## src/rtl/rowhop_pkg.sv

```systemverilog
package rowhop_pkg;
  typedef enum logic [1:0] {
    ST_IDLE = 2'd0,
    ST_REQ  = 2'd1,
    ST_WAIT = 2'd2
  } seq_state_t;

  function automatic int fld_w(input int n);
    return (n > 1) ? $clog2(n) : 1;
  endfunction
endpackage

```

## src/rtl/rowhop_ctr.sv

```systemverilog
// Wrapping index counter: counts 0..CNT-1, flags the final value.
module rowhop_ctr #(
  parameter int CNT = 4,
  parameter int W   = 2
) (
  input  logic         clk,
  input  logic         rst,
  input  logic         clr,
  input  logic         inc,
  output logic [W-1:0] val,
  output logic         at_last
);
  localparam logic [W-1:0] LAST = W'(CNT - 1);

  assign at_last = (val == LAST);

  always_ff @(posedge clk) begin
    if (rst || clr) begin
      val <= '0;
    end else if (inc) begin
      val <= at_last ? '0 : val + W'(1);
    end
  end
endmodule

```

## src/rtl/rowhop_addr_gen.sv

```systemverilog
// Bank is the fastest digit, then row, then column.
module rowhop_addr_gen #(
  parameter int NUM_BANKS = 4,
  parameter int NUM_ROWS  = 8,
  parameter int NUM_COLS  = 4,
  parameter int BANK_W    = 2,
  parameter int ROW_W     = 3,
  parameter int COL_W     = 2
) (
  input  logic                           clk,
  input  logic                           rst,
  input  logic                           clr,
  input  logic                           adv,
  output logic [BANK_W-1:0]              bank,
  output logic [ROW_W-1:0]               row,
  output logic [COL_W-1:0]               col,
  output logic [ROW_W+BANK_W+COL_W-1:0]  lin,
  output logic                           all_last
);
  localparam int NDIG = 3;
  localparam int DIG_CNT [NDIG] = '{NUM_BANKS, NUM_ROWS, NUM_COLS};

  logic [NDIG-1:0] last_v;
  logic [NDIG:0]   carry;

  assign carry[0] = adv;

  for (genvar g = 0; g < NDIG; g++) begin : g_dig
    localparam int DW = (g == 0) ? BANK_W : (g == 1) ? ROW_W : COL_W;
    logic [DW-1:0] v;
    rowhop_ctr #(.CNT(DIG_CNT[g]), .W(DW)) ctr_i (
      .clk    (clk),
      .rst    (rst),
      .clr    (clr),
      .inc    (carry[g]),
      .val    (v),
      .at_last(last_v[g])
    );
    assign carry[g+1] = carry[g] & last_v[g];
  end

  assign bank     = g_dig[0].v;
  assign row      = g_dig[1].v;
  assign col      = g_dig[2].v;
  assign lin      = {row, bank, col};
  assign all_last = &last_v;

  logic unused_top;
  assign unused_top = carry[NDIG];
endmodule

```

## src/rtl/rowhop_cmp.sv

```systemverilog
// Response compare and failure capture.
module rowhop_cmp #(
  parameter int DATA_W = 16,
  parameter int BANK_W = 2,
  parameter int ROW_W  = 3,
  parameter int COL_W  = 2
) (
  input  logic              clk,
  input  logic              rst,
  input  logic              clr,
  input  logic              chk_en,
  input  logic              rsp_take,
  input  logic [DATA_W-1:0] rsp_data,
  input  logic [DATA_W-1:0] exp_data,
  input  logic [BANK_W-1:0] fly_bank,
  input  logic [ROW_W-1:0]  fly_row,
  input  logic [COL_W-1:0]  fly_col,
  output logic              mism,
  output logic              fail,
  output logic [BANK_W-1:0] fail_bank,
  output logic [ROW_W-1:0]  fail_row,
  output logic [COL_W-1:0]  fail_col
);
  assign mism = rsp_take && chk_en && (rsp_data != exp_data);

  always_ff @(posedge clk) begin
    if (rst) begin
      fail      <= 1'b0;
      fail_bank <= '0;
      fail_row  <= '0;
      fail_col  <= '0;
    end else if (clr) begin
      fail <= 1'b0;
    end else if (mism) begin
      fail      <= 1'b1;
      fail_bank <= fly_bank;
      fail_row  <= fly_row;
      fail_col  <= fly_col;
    end
  end
endmodule

```

## src/rtl/rowhop_rd_seq.sv

```systemverilog
module rowhop_rd_seq
  import rowhop_pkg::*;
#(
  parameter int NUM_BANKS = 4,
  parameter int NUM_ROWS  = 8,
  parameter int NUM_COLS  = 4,
  parameter int DATA_W    = 16,
  localparam int BANK_W   = fld_w(NUM_BANKS),
  localparam int ROW_W    = fld_w(NUM_ROWS),
  localparam int COL_W    = fld_w(NUM_COLS),
  localparam int ADDR_W   = ROW_W + BANK_W + COL_W,
  localparam int TOTAL    = NUM_BANKS * NUM_ROWS * NUM_COLS,
  localparam int CNT_W    = $clog2(TOTAL + 1)
) (
  input  logic              clk,
  input  logic              rst,
  input  logic              start,
  input  logic              cmp_en,
  output logic              rd_valid,
  input  logic              rd_ready,
  output logic [BANK_W-1:0] rd_bank,
  output logic [ROW_W-1:0]  rd_row,
  output logic [COL_W-1:0]  rd_col,
  output logic [ADDR_W-1:0] rd_addr,
  input  logic              rsp_valid,
  input  logic [DATA_W-1:0] rsp_data,
  input  logic [DATA_W-1:0] exp_data,
  output logic              busy,
  output logic              done,
  output logic [CNT_W-1:0]  rd_count,
  output logic              fail,
  output logic [BANK_W-1:0] fail_bank,
  output logic [ROW_W-1:0]  fail_row,
  output logic [COL_W-1:0]  fail_col
);
  seq_state_t        state;
  logic              go, hs, take, mism, all_last;
  logic              cmp_q, last_q;
  logic [BANK_W-1:0] fly_bank;
  logic [ROW_W-1:0]  fly_row;
  logic [COL_W-1:0]  fly_col;

  assign go       = (state == ST_IDLE) && start;
  assign rd_valid = (state == ST_REQ);
  assign hs       = rd_valid && rd_ready;
  assign take     = (state == ST_WAIT) && rsp_valid;
  assign busy     = (state != ST_IDLE);

  rowhop_addr_gen #(
    .NUM_BANKS(NUM_BANKS), .NUM_ROWS(NUM_ROWS), .NUM_COLS(NUM_COLS),
    .BANK_W(BANK_W), .ROW_W(ROW_W), .COL_W(COL_W)
  ) agen_i (
    .clk     (clk),
    .rst     (rst),
    .clr     (go),
    .adv     (hs),
    .bank    (rd_bank),
    .row     (rd_row),
    .col     (rd_col),
    .lin     (rd_addr),
    .all_last(all_last)
  );

  rowhop_cmp #(
    .DATA_W(DATA_W), .BANK_W(BANK_W), .ROW_W(ROW_W), .COL_W(COL_W)
  ) cmp_i (
    .clk      (clk),
    .rst      (rst),
    .clr      (go),
    .chk_en   (cmp_q),
    .rsp_take (take),
    .rsp_data (rsp_data),
    .exp_data (exp_data),
    .fly_bank (fly_bank),
    .fly_row  (fly_row),
    .fly_col  (fly_col),
    .mism     (mism),
    .fail     (fail),
    .fail_bank(fail_bank),
    .fail_row (fail_row),
    .fail_col (fail_col)
  );

  always_ff @(posedge clk) begin
    if (rst) begin
      state    <= ST_IDLE;
      done     <= 1'b0;
      rd_count <= '0;
      cmp_q    <= 1'b0;
      last_q   <= 1'b0;
      fly_bank <= '0;
      fly_row  <= '0;
      fly_col  <= '0;
    end else begin
      done <= 1'b0;
      unique case (state)
        ST_IDLE: begin
          if (start) begin
            state    <= ST_REQ;
            rd_count <= '0;
            cmp_q    <= cmp_en;
          end
        end
        ST_REQ: begin
          if (rd_ready) begin
            state    <= ST_WAIT;
            fly_bank <= rd_bank;
            fly_row  <= rd_row;
            fly_col  <= rd_col;
            last_q   <= all_last;
          end
        end
        ST_WAIT: begin
          if (rsp_valid) begin
            rd_count <= rd_count + CNT_W'(1);
            if (mism) begin
              state <= ST_IDLE;
            end else if (last_q) begin
              state <= ST_IDLE;
              done  <= 1'b1;
            end else begin
              state <= ST_REQ;
            end
          end
        end
        default: state <= ST_IDLE;
      endcase
    end
  end
endmodule

```

## config.mk

```make
export PLATFORM = sky130hd
export DESIGN_NAME = rowhop_rd_seq
export DESIGN_NICKNAME = d
export VERILOG_FILES = /design/src/rtl/rowhop_pkg.sv /design/src/rtl/rowhop_ctr.sv /design/src/rtl/rowhop_addr_gen.sv /design/src/rtl/rowhop_cmp.sv /design/src/rtl/rowhop_rd_seq.sv
export SDC_FILE = /design/constraint.sdc
export NUM_CORES = 1
export LEC_CHECK = 0
export ABC_AREA = 0
export BUFFER_PORTS_ARGS = -buffer_cell sky130_fd_sc_hd__buf_2
export CORE_AREA = 2 2 90 71
export DETAILED_ROUTE_END_ITERATION = 10
export DIE_AREA = 0 0 92 73
export PLACE_DENSITY = 0.62
export SYNTH_ARGS = -nofsm -noshare
export SYNTH_HDL_FRONTEND = slang
export SYNTH_SLANG_ARGS = --single-unit
```

## constraint.sdc

```tcl
create_clock -name clk -period 4.4 [get_ports clk]
set_clock_uncertainty 0.2 [all_clocks]
set_input_delay 0.88 -clock clk [delete_from_list [all_inputs] [get_ports clk]]
set_output_delay 0.88 -clock clk [all_outputs]
set_load 0.01 [all_outputs]
```

# Word level (Yosys, flattened, before mapping)
# Index checks and enable logic that the tools add are counted.
[classes] n_reduce_logical=17 add_sub_neg=4 muxes=13 bitwise=5 n_shift=0 div=0 n_eq_ne=9 multipliers=0 n_lt_le_gt_ge=0
[op_table] op="$mux 8" count=2
[op_table] op="$ne 16x16->1" count=1
[op_table] op="$pmux 8 s2" count=1
[op_table] op="$mux 2" count=5
[op_table] op="$reduce_and 3->1" count=3
[op_table] op="$add 8x1->8 const B" count=1
[op_table] op="$eq 2x2->1 const B" count=3
[op_table] op="$pmux 2 s3" count=1
[op_table] op="$reduce_and 2->1" count=3
[op_table] op="$logic_and 1x1->1" count=5
[op_table] op="$add 2x1->2 const B" count=2
[op_table] op="$ne 2x2->1 const B" count=2
[op_table] op="$reduce_bool 2->1" count=2
[op_table] op="$reduce_or 4->1" count=1
[op_table] op="$add 3x1->3 const B" count=1
[op_table] op="$eq 3x3->1 const B" count=1
[op_table] op="$mux 1" count=3
[op_table] op="$mux 3" count=1
[op_table] op="$not 1->1" count=3
[op_table] op="$and 1x1->1" count=2
[op_table] op="$eq 2x1->1 const B" count=1
[op_table] op="$logic_not 2->1" count=1
[op_table] op="$ne 2x1->1 const B" count=1
[op_table] op="$reduce_or 2->1" count=1
[op_table] op="$logic_or 1x1->1" count=1
[word_totals] n_memories=0 reg_bits=35 mem_bits_rw=0 rom_bits=0 inputBits=38 elab_cells=63 latchBits=0

# Depth between registers and ports, before layout
# Gate-level depths: netlist (run 1).
[depth] word_depth=7 depth_mapped=6 mapped_depth_nobuf=5

# Hierarchy
# Synthesis (run 1) repeated with hierarchy kept, for this count alone.
[unflattened] hier_cells=192 area_unflattened_um2=1793.0
[by_module_without_submodules] mod="rowhop_rd_seq" seq_area_each_um2=400.4 area_each_um2=854.6 cells_each=98 instances=1
[by_module_without_submodules] mod="rowhop_cmp" seq_area_each_um2=160.2 area_each_um2=534.3 cells_each=56 instances=1
[by_module_without_submodules] mod="rowhop_ctr (agen_i.g_dig[0].ctr_i ...)" seq_area_each_um2=40.0 area_each_um2=95.1 cells_each=8 instances=2
[by_module_without_submodules] mod="rowhop_ctr (agen_i.g_dig[1].ctr_i)" seq_area_each_um2=60.1 area_each_um2=142.6 cells_each=12 instances=1
[by_module_without_submodules] mod="rowhop_addr_gen" seq_area_each_um2=0.0 area_each_um2=71.3 cells_each=10 instances=1

# Least setup slack after synthesis (run 1)
# OpenSTA, ideal clock, no wires.
[synth_path] kind="input-to-reg" from="in exp_data[5]" to="reg cmp_i.fail" arrival_time_ns=1.786 required_time_ns=4.085 cell_stages=6 n_path_buf=1 setup_slack_ns=2.299 path_cell_list="xnor2_1 -> nand4_1 -> nor4_1 -> nor3b_1 -> buf_6 -> o21ba_2"
[synth_via] elab_chain_cells=2
[synth_rtl] element="start, declared" line_no="rowhop_rd_seq.sv:27" rtl="input logic [DATA_W-1:0] exp_data,"
[synth_rtl] element="$ne 16x16->1" line_no="rowhop_cmp.sv:24" rtl="assign mism = rsp_take && chk_en && (rsp_data != exp_data);"
[synth_rtl] element="$logic_and 1x1->1" line_no="rowhop_cmp.sv:24"
[synth_rtl] element="end signal, assigned" line_no="rowhop_cmp.sv:28" rtl="fail <= 1'b0;"
[synth_rtl] element="end signal, assigned" line_no="rowhop_cmp.sv:33" rtl="fail <= 1'b0;"
[synth_rtl] element="end signal, assigned" line_no="rowhop_cmp.sv:35" rtl="fail <= 1'b1;"
[synth_rtl] element="end, declared" line_no="rowhop_cmp.sv:19" rtl="output logic fail,"
# Every way passes these cells.
# A chain may end at the register's enable or synchronous reset.

# Worst setup path after layout (run 1)
[layout_path] from="in exp_data[2]" to="reg cmp_i.fail_bank[1]"
[layout_via] elab_chain_cells=3
[layout_rtl] element="$ne 16x16->1" line_no="rowhop_cmp.sv:24"
[layout_rtl] element="$logic_and 1x1->1" line_no="rowhop_cmp.sv:24"
[layout_rtl] element="$reduce_and 2->1 (no source line)"
[layout_rtl] element="end signal, assigned" line_no="rowhop_cmp.sv:36" rtl="fail_bank <= fly_bank;"
[layout_rtl] element="end, declared" line_no="rowhop_cmp.sv:20" rtl="output logic [BANK_W-1:0] fail_bank,"
# Every way passes these cells.

==> results.py, run 1 <==
metrics = {
    "clock_tree": {
        "postCtsSetupRepairBufs": 0,
        "cts_repair_resize_count": 0,
        "worstSkewPairLatency_ns": 0.28,
        "clockRootBuffer": "clkbuf_8",
        "hold_buffers": 0,
        "clk_pin_slew_worst_paths_ns": 0.08,
        "number_of_buffers_added_by_the_clock_tree_synthesis_step": 5,
        "cts.sinks": 35,
        "clock_tree_from_tritoncts": "built",
        "ctsLongestPathBuffers": 2,
        "htreeDepth": 2,
    },
    "routing": {
        "detail_route.drc_violations": 0,
        "number_of_iterations_in_the_first_detailed_routing_pass": 4,
        "route.antenna.remaining_nets": 0,
        "routed_via_density": 4.309,
        "route.vias.total": 1452,
        "drt_first_iter_violations": 72,
        "drt-total-wl_mm": 3.783,
        "drt-wirelength-per-cell_um": 11.23,
    },
    "finish": {
        "finish.instance_area_mm2": 0.002183,
        "multi_input_comb_area_um2": 914.6,
        "antenna_cells_inserted": 0,
        "drive_gt1_share_pct": 33.59,
        "filler_cell_count": 651,
        "nets": 298,
        "synth_to_layout_area_growth_pct": 28.21,
        "storage_element_area_um2": 700.7,
    },
    "sta": {
        "setup-violations-final": 0,
        "slew_headroom_pct": 38.97,
        "fmax_mhz": 433.5,
        "final_min_period_over_clock_period_pct": 52.42,
        "rsz0062_at_grt": "false",
        "slew_violations": 0,
        "timing.setup.tns_ns": 0,
        "whs_ns": 0.2584,
        "finalWorstPathRequiredPeriod_ns": 2.307,
        "tightest_slew_ns": 0.9115,
        "timing_hold_violations_final": 0,
    },
    "worst_setup_path": {
        "worst_ep_arrival_time_ns": 2.33,
        "critPathSlowestCell": "nor3b_2",
        "max_stage_delay_ns": 0.76,
        "nature_of_the_critical_path_startpoint": "primary input",
        "crit_path_end_kind": "register",
        "critPathMaxFanout": 10,
        "critical_path.cell_chain": "buf_2 -> xnor2_1 -> nand4_1 -> nor4_1 -> nor3b_2 -> mux2i_1",
        "crit_type": "primary input to register",
        "worst_path_bufs_invs": 1,
        "cp.required_ns": 4.42,
        "path_delay_family": "simple AND/OR/NAND/NOR gates",
    },
    "synthesis": {
        "gate_count_post_synth": 192,
        "synth-seq-area-share_pct": 41.15,
        "post_synth_num_cell_types": 33,
        "postSynthNetCount": 235,
        "synth.top_cells.by_area": "dfxtp_1, xnor2_1, nand2_1, mux2i_1, nand2b_1",
        "yosys.area.top_type_share_pct": 41.15,
        "synth_warnings": 0,
        "synth.largest_area_cell": "dfxtp_1",
        "yosys_register_bits": 35,
        "postSynthAreaPerCell_um2": 8.869,
        "post_synth_instance_area_mm2": 0.001703,
    },
    "die": {
        "die_x_um": 92,
        "dieHeight_um": 73,
        "initial_utilization_pct": 28.65,
        "ios": 71,
        "design.die.area_mm2": 0.006716,
        "placement_rows": 25,
        "core_area_mm2": 0.005943,
    },
    "global_routing": {
        "grt_usage_pct": 11.34,
        "grt.overflow.total": 0,
        "grt_max_degree": 31,
        "antenna_found_initial": 0,
        "grt_pass1_vias": 1311,
        "grt_first_pass_wirelength_mm": 6.016,
    },
    "job": {
        "maxCapViolations": 0,
    },
    "pwr": {
        "report.power.total_mw": 0.6969,
        "power.leakage_nw": 0.9293,
        "power_per_cell_area_mw_per_mm2": 319.2,
        "irDropWorstVdd_mv": 0.1495,
    },
    "worst_hold_path": {
        "hp-class": "register to register",
    },
    "place": {
        "place_area_mm2": 0.002071,
        "portBuffers": 70,
        "gp_congestion": 0.7515,
        "dpl.hpwl_mm": 2.841,
    },
    "outcome": {
        "outcome": "finished, final reports clean",
    },
}
==> where the power goes <==
part	switching, mW	internal (mW)
Combinational	0.0425	0.0375
Sequential	0.00661	0.321
Clock	0.121	0.169
Total	0.170	0.527
==> placed cells by master, fill, tap and decap left out, drive strengths merged, types with 5 or more instances in the layout <==
cell type,instances
mux2i,10
xnor2,17
nor2,16
buf,70
nand3,6
ha,5
dfxtp,35
nand2,28
xor2,5
nand4,7
nand2b,16
clkbuf,5
a21oi,17
==> path summary, 6_finish.rpt <==
kind                                                   endpoint                startpoint  cells after the start  slack (ns)
worst max-delay path            cmp_i.fail_bank[1]$_SDFFE_PP0P_               exp_data[2]                      6        2.09
worst max register to register  cmp_i.fail_bank[1]$_SDFFE_PP0P_     state[0]$_SDFFE_PP0P_                      4        2.31
worst min register to register         fly_bank[1]$_SDFFE_PP0P_  fly_bank[1]$_SDFFE_PP0P_                      2        0.26
worst min-delay path                   fly_bank[1]$_SDFFE_PP0P_  fly_bank[1]$_SDFFE_PP0P_                      2        0.26
==> state kept, by name (all words and copies together), names as in the netlist <==
signal	count
fly_bank	2
done	1
fly_col	2
cmp_q	1
agen_i.g_dig.ctr_i.val	7
rd_count	8
fly_row	3
cmp_i.fail	1
last_q	1
cmp_i.fail_col	2
cmp_i.fail_row	3
state	2
cmp_i.fail_bank	2
==> area by class of cell <==
class	count	area share [%]
clock buffers	5	3.152
well taps	81	4.642
repair buffers	70	16.05
inverters	1	0.1719
clock inverters	3	2.006
flip-flops and latches	35	32.09
multi-input cells	142	41.89
==> cell families (layout without fill, tap and decap cells) <==
| family | count (synthesis) | in the layout | share of synthesized area, % |
|---|---|---|---|
| AO/OA/AOI/OAI | 20 | 20 | 6.981 |
| AND/OR/NAND/NOR | 85 | 85 | 25.57 |
| buffers and inverters | 15 | 79 | 5.437 |
| flip-flops | 35 | 35 | 41.15 |
| adder cells (fa/ha/maj) | 5 | 5 | 3.674 |
| multiplexers | 10 | 10 | 5.878 |
| XOR/XNOR | 22 | 22 | 11.31 |
==> stage by stage <==
step / util (%) / std cells / setup slack [ns]
global route: 36.74 / 337 / 1.981
CTS: 36.74 / 337 / 2.068
floorplan: - / 192 / 2.299
finish: 36.74 / 337 / 2.093
detailed placement: 34.84 / 329 / 1.773
global placement: 34.84 / 329 / 1.832
==> synthesized netlist by cell type <==
master	number
nand2_1	27
xnor2_1	17
o211ai_1	1
buf_2	2
nand4b_1	1
and2b_1	1
o41ai_2	1
nor2b_1	1
dfxtp_1	35
buf_1	1
xor2_1	5
nand2b_1	16
buf_4	7
mux2i_1	10
o21ba_2	1
or3_1	1
inv_1	1
nor4_1	1
a21oi_1	17
nor2_2	1
nor4b_2	1
nor3_1	1
or2_2	1
nor3b_1	1
nand3_1	6
nor3_2	1
buf_6	1
nor2_1	15
and3_1	2
ha_1	5
nand2_2	1
nand4_1	7
clkbuf_1	3
==> tightest hold or removal path, cell delays in order, from the launching register on <==
cell and delay [ns]:
dfxtp_1 0.31, nand2_1 0.05, a21oi_1 0.05
==> per-layer routing <==
layer	wire [µm]	up-vias	share of wire, %	global-route usage [%]
met5	0	-	0	0
met4	33	0	0.87	3.483
met3	229	4	6.1	3.512
met2	1594	41	42	18.06
met1	1925	645	51	14.87
li1	-	762	-	-
Note: power is estimated with default switching activity, not from simulation.
==> run 2, diff against run 1 <==
- PLACE_DENSITY: 0.62 -> 0.64
- clock period: 4.4 -> 1.94 ns (I/O delays scaled with it)
==> run 2 against run 1 <==
Net effect: worst hold slack worse by 0.11 ns; non-clock buffer count grew 4; via count rose by 0.28%; total power increased by 110%; global-route usage grew 0.24 points; register-to-register slack got worse by 2.0 ns; largest cell class unchanged; largest power group unchanged.
==> results.py, run 2 (same netlist as run 1, synthesis figures left out) <==
metrics = {
    "place": {
        "numPlacedInstances": 333,
        "dpl.hpwl_mm": 2.921,
        "portBuffers": 70,
        "gp_congestion": 0.7307,
        "place_area_mm2": 0.002101,
        "worst_slack_placed_ns": -0.05213,
    },
    "clock_tree": {
        "cts_repair_resize_count": 0,
        "clock_tree_from_tritoncts": "built",
        "worstSkewPairLatency_ns": 0.28,
        "cts.sinks": 35,
        "htreeDepth": 2,
        "postCtsSetupRepairBufs": 0,
        "ctsLongestPathBuffers": 2,
        "hold_buffers": 0,
        "clk_pin_slew_worst_paths_ns": 0.07,
        "number_of_buffers_added_by_the_clock_tree_synthesis_step": 5,
        "clockRootBuffer": "clkbuf_8",
    },
    "pwr": {
        "irDropWorstVdd_mv": 0.2922,
        "power.leakage_nw": 0.9390,
        "power.clock.fraction_pct": 34.9,
        "net_switching_share_of_the_total_power_pct": 25.55,
        "power_frac_comb_pct": 13.1,
        "power_per_cell_area_mw_per_mm2": 655.1,
        "share_seq_of_total_power_pct": 52.0,
        "power.switching_mw": 0.3657,
        "power.internal_mw": 1.065,
    },
    "sta": {
        "slew_violations": 0,
        "whs_ns": 0.1529,
        "final_min_period_over_clock_period_pct": 87.75,
        "timing_hold_violations_final": 0,
        "rsz0062_at_grt": "false",
        "fmax_mhz": 587.4,
        "slew_headroom_pct": 74.89,
        "postLayoutSetupSlackWorst_ns": 0.2376,
        "tightest_slew_ns": 0.3757,
        "setup-violations-final": 0,
        "finalWorstPathRequiredPeriod_ns": 1.702,
    },
    "job": {
        "maxCapViolations": 0,
    },
    "finish": {
        "antenna_cells_inserted": 0,
        "final_cells": 341,
        "largest_reg_flops": 8,
        "final_core_utilization_pct": 36.76,
        "synth_to_layout_area_growth_pct": 28.29,
        "final_common_cell": "buf_2",
        "storage_element_area_um2": 700.7,
        "largest_register": "rd_count",
        "drive_gt1_share_pct": 34.62,
        "finish.instance_area_mm2": 0.002185,
        "multi_input_comb_area_um2": 914.6,
        "filler_cell_count": 654,
        "commonest_non_fill_non_tap_cells_in_the_layout": "buf_2, dfxtp_1, nand2_1",
        "nets": 302,
        "layout_top_registers": "rd_count (8), agen_i.g_dig.ctr_i.val (7)",
    },
    "worst_setup_path": {
        "nature_of_the_critical_path_startpoint": "register",
        "worst_ep_arrival_time_ns": 1.11,
        "max_stage_delay_ns": 0.48,
        "critPathMaxFanout": 8,
        "crit_path_end_kind": "primary output",
        "crit_type": "register to primary output",
        "path_delay_family": "flip-flops",
        "critical_path.cell_chain": "nor2b_1 -> buf_2",
        "reg2reg_slack_ns": 0.29,
        "worst_path_bufs_invs": 1,
        "cp.required_ns": 1.35,
        "critPathSlowestCell": "dfxtp_1",
    },
    "outcome": {
        "outcome": "finished, final reports clean",
    },
    "routing": {
        "route.antenna.remaining_nets": 0,
        "routed_via_density": 4.270,
        "route.vias.total": 1456,
        "number_of_iterations_in_the_first_detailed_routing_pass": 4,
        "drt-total-wl_mm": 3.759,
        "drt-wirelength-per-cell_um": 11.02,
        "drt_first_iter_violations": 59,
        "detail_route.drc_violations": 0,
    },
    "die": {
        "ios": 71,
        "design.die.area_mm2": 0.006716,
        "initial_utilization_pct": 28.65,
        "dieHeight_um": 73,
        "placement_rows": 25,
        "core_area_mm2": 0.005943,
        "die_x_um": 92,
    },
    "global_routing": {
        "grt_max_degree": 23,
        "grt_pass1_vias": 1351,
        "antenna_found_initial": 0,
        "grt_usage_pct": 11.58,
        "grt.overflow.total": 0,
        "grt_first_pass_wirelength_mm": 6.168,
    },
    "worst_hold_path": {
        "hp-class": "primary input to register",
    },
}
run 2: changes by cell type in the layout (fill, tap and decap cells not counted), sizes merged:
cell / previous run / this run
buf: 70 / 74
bufinv: 1 / 0
clkinv: 2 / 3
run 2: path summary, 6_finish.rpt:
kind                                 start                  endpoint  cells after the start
setup reg to reg     state[0]$_SDFFE_PP0P_     state[0]$_SDFFE_PP0P_                      5
hold / removal                      cmp_en        cmp_q$_SDFFE_PP0P_                      3
setup / recovery     state[0]$_SDFFE_PP0P_                  rd_valid                      2
hold reg to reg   fly_bank[1]$_SDFFE_PP0P_  fly_bank[1]$_SDFFE_PP0P_                      2
run 2: power by group through the flow:
stage / Combinational, mW / Clock, mW / Sequential, mW
finish: 0.188 / 0.499 / 0.744
global route: 0.210 / 0.546 / 0.745
CTS: 0.192 / 0.520 / 0.743
detailed placement: 0.191 / 0 / 0.760
global placement: 0.188 / 0 / 0.760
floorplan: 0.114 / 0 / 0.758
run 2: area by class of cell:
cell class	instances	area share [%]
inverters	1	0.1718
clock buffers	5	3.150
repair buffers	74	17.41
flip-flops and latches	35	32.07
well taps	81	4.639
multi-input cells	142	41.87
clock inverters	3	0.6873
run 2: metrics by stage:
step / setup TNS (ns) / total power [mW]
floorplan: 0 / 0.8715
global placement: 0 / 0.9475
detailed placement: -0.1258 / 0.9508
CTS: 0 / 1.455
global route: 0 / 1.502
finish: 0 / 1.431
run 2: worst reg2reg max path, delay by kind of cell (launching register included):
family,cells,cell delay [ns]
AOI/OAI and AO/OA,1,0.21
buffers and inverters,1,0.20
DFF,1,0.48
and+or+nand+nor,3,0.46
run 2: routing by layer:
metal	share of wire [%]	GRT usage, %	wire [µm]
met1	49	15.24	1845
met2	44	18.38	1643
met3	6.1	3.616	231
met4	1.0	3.483	39
met5	0	0	0
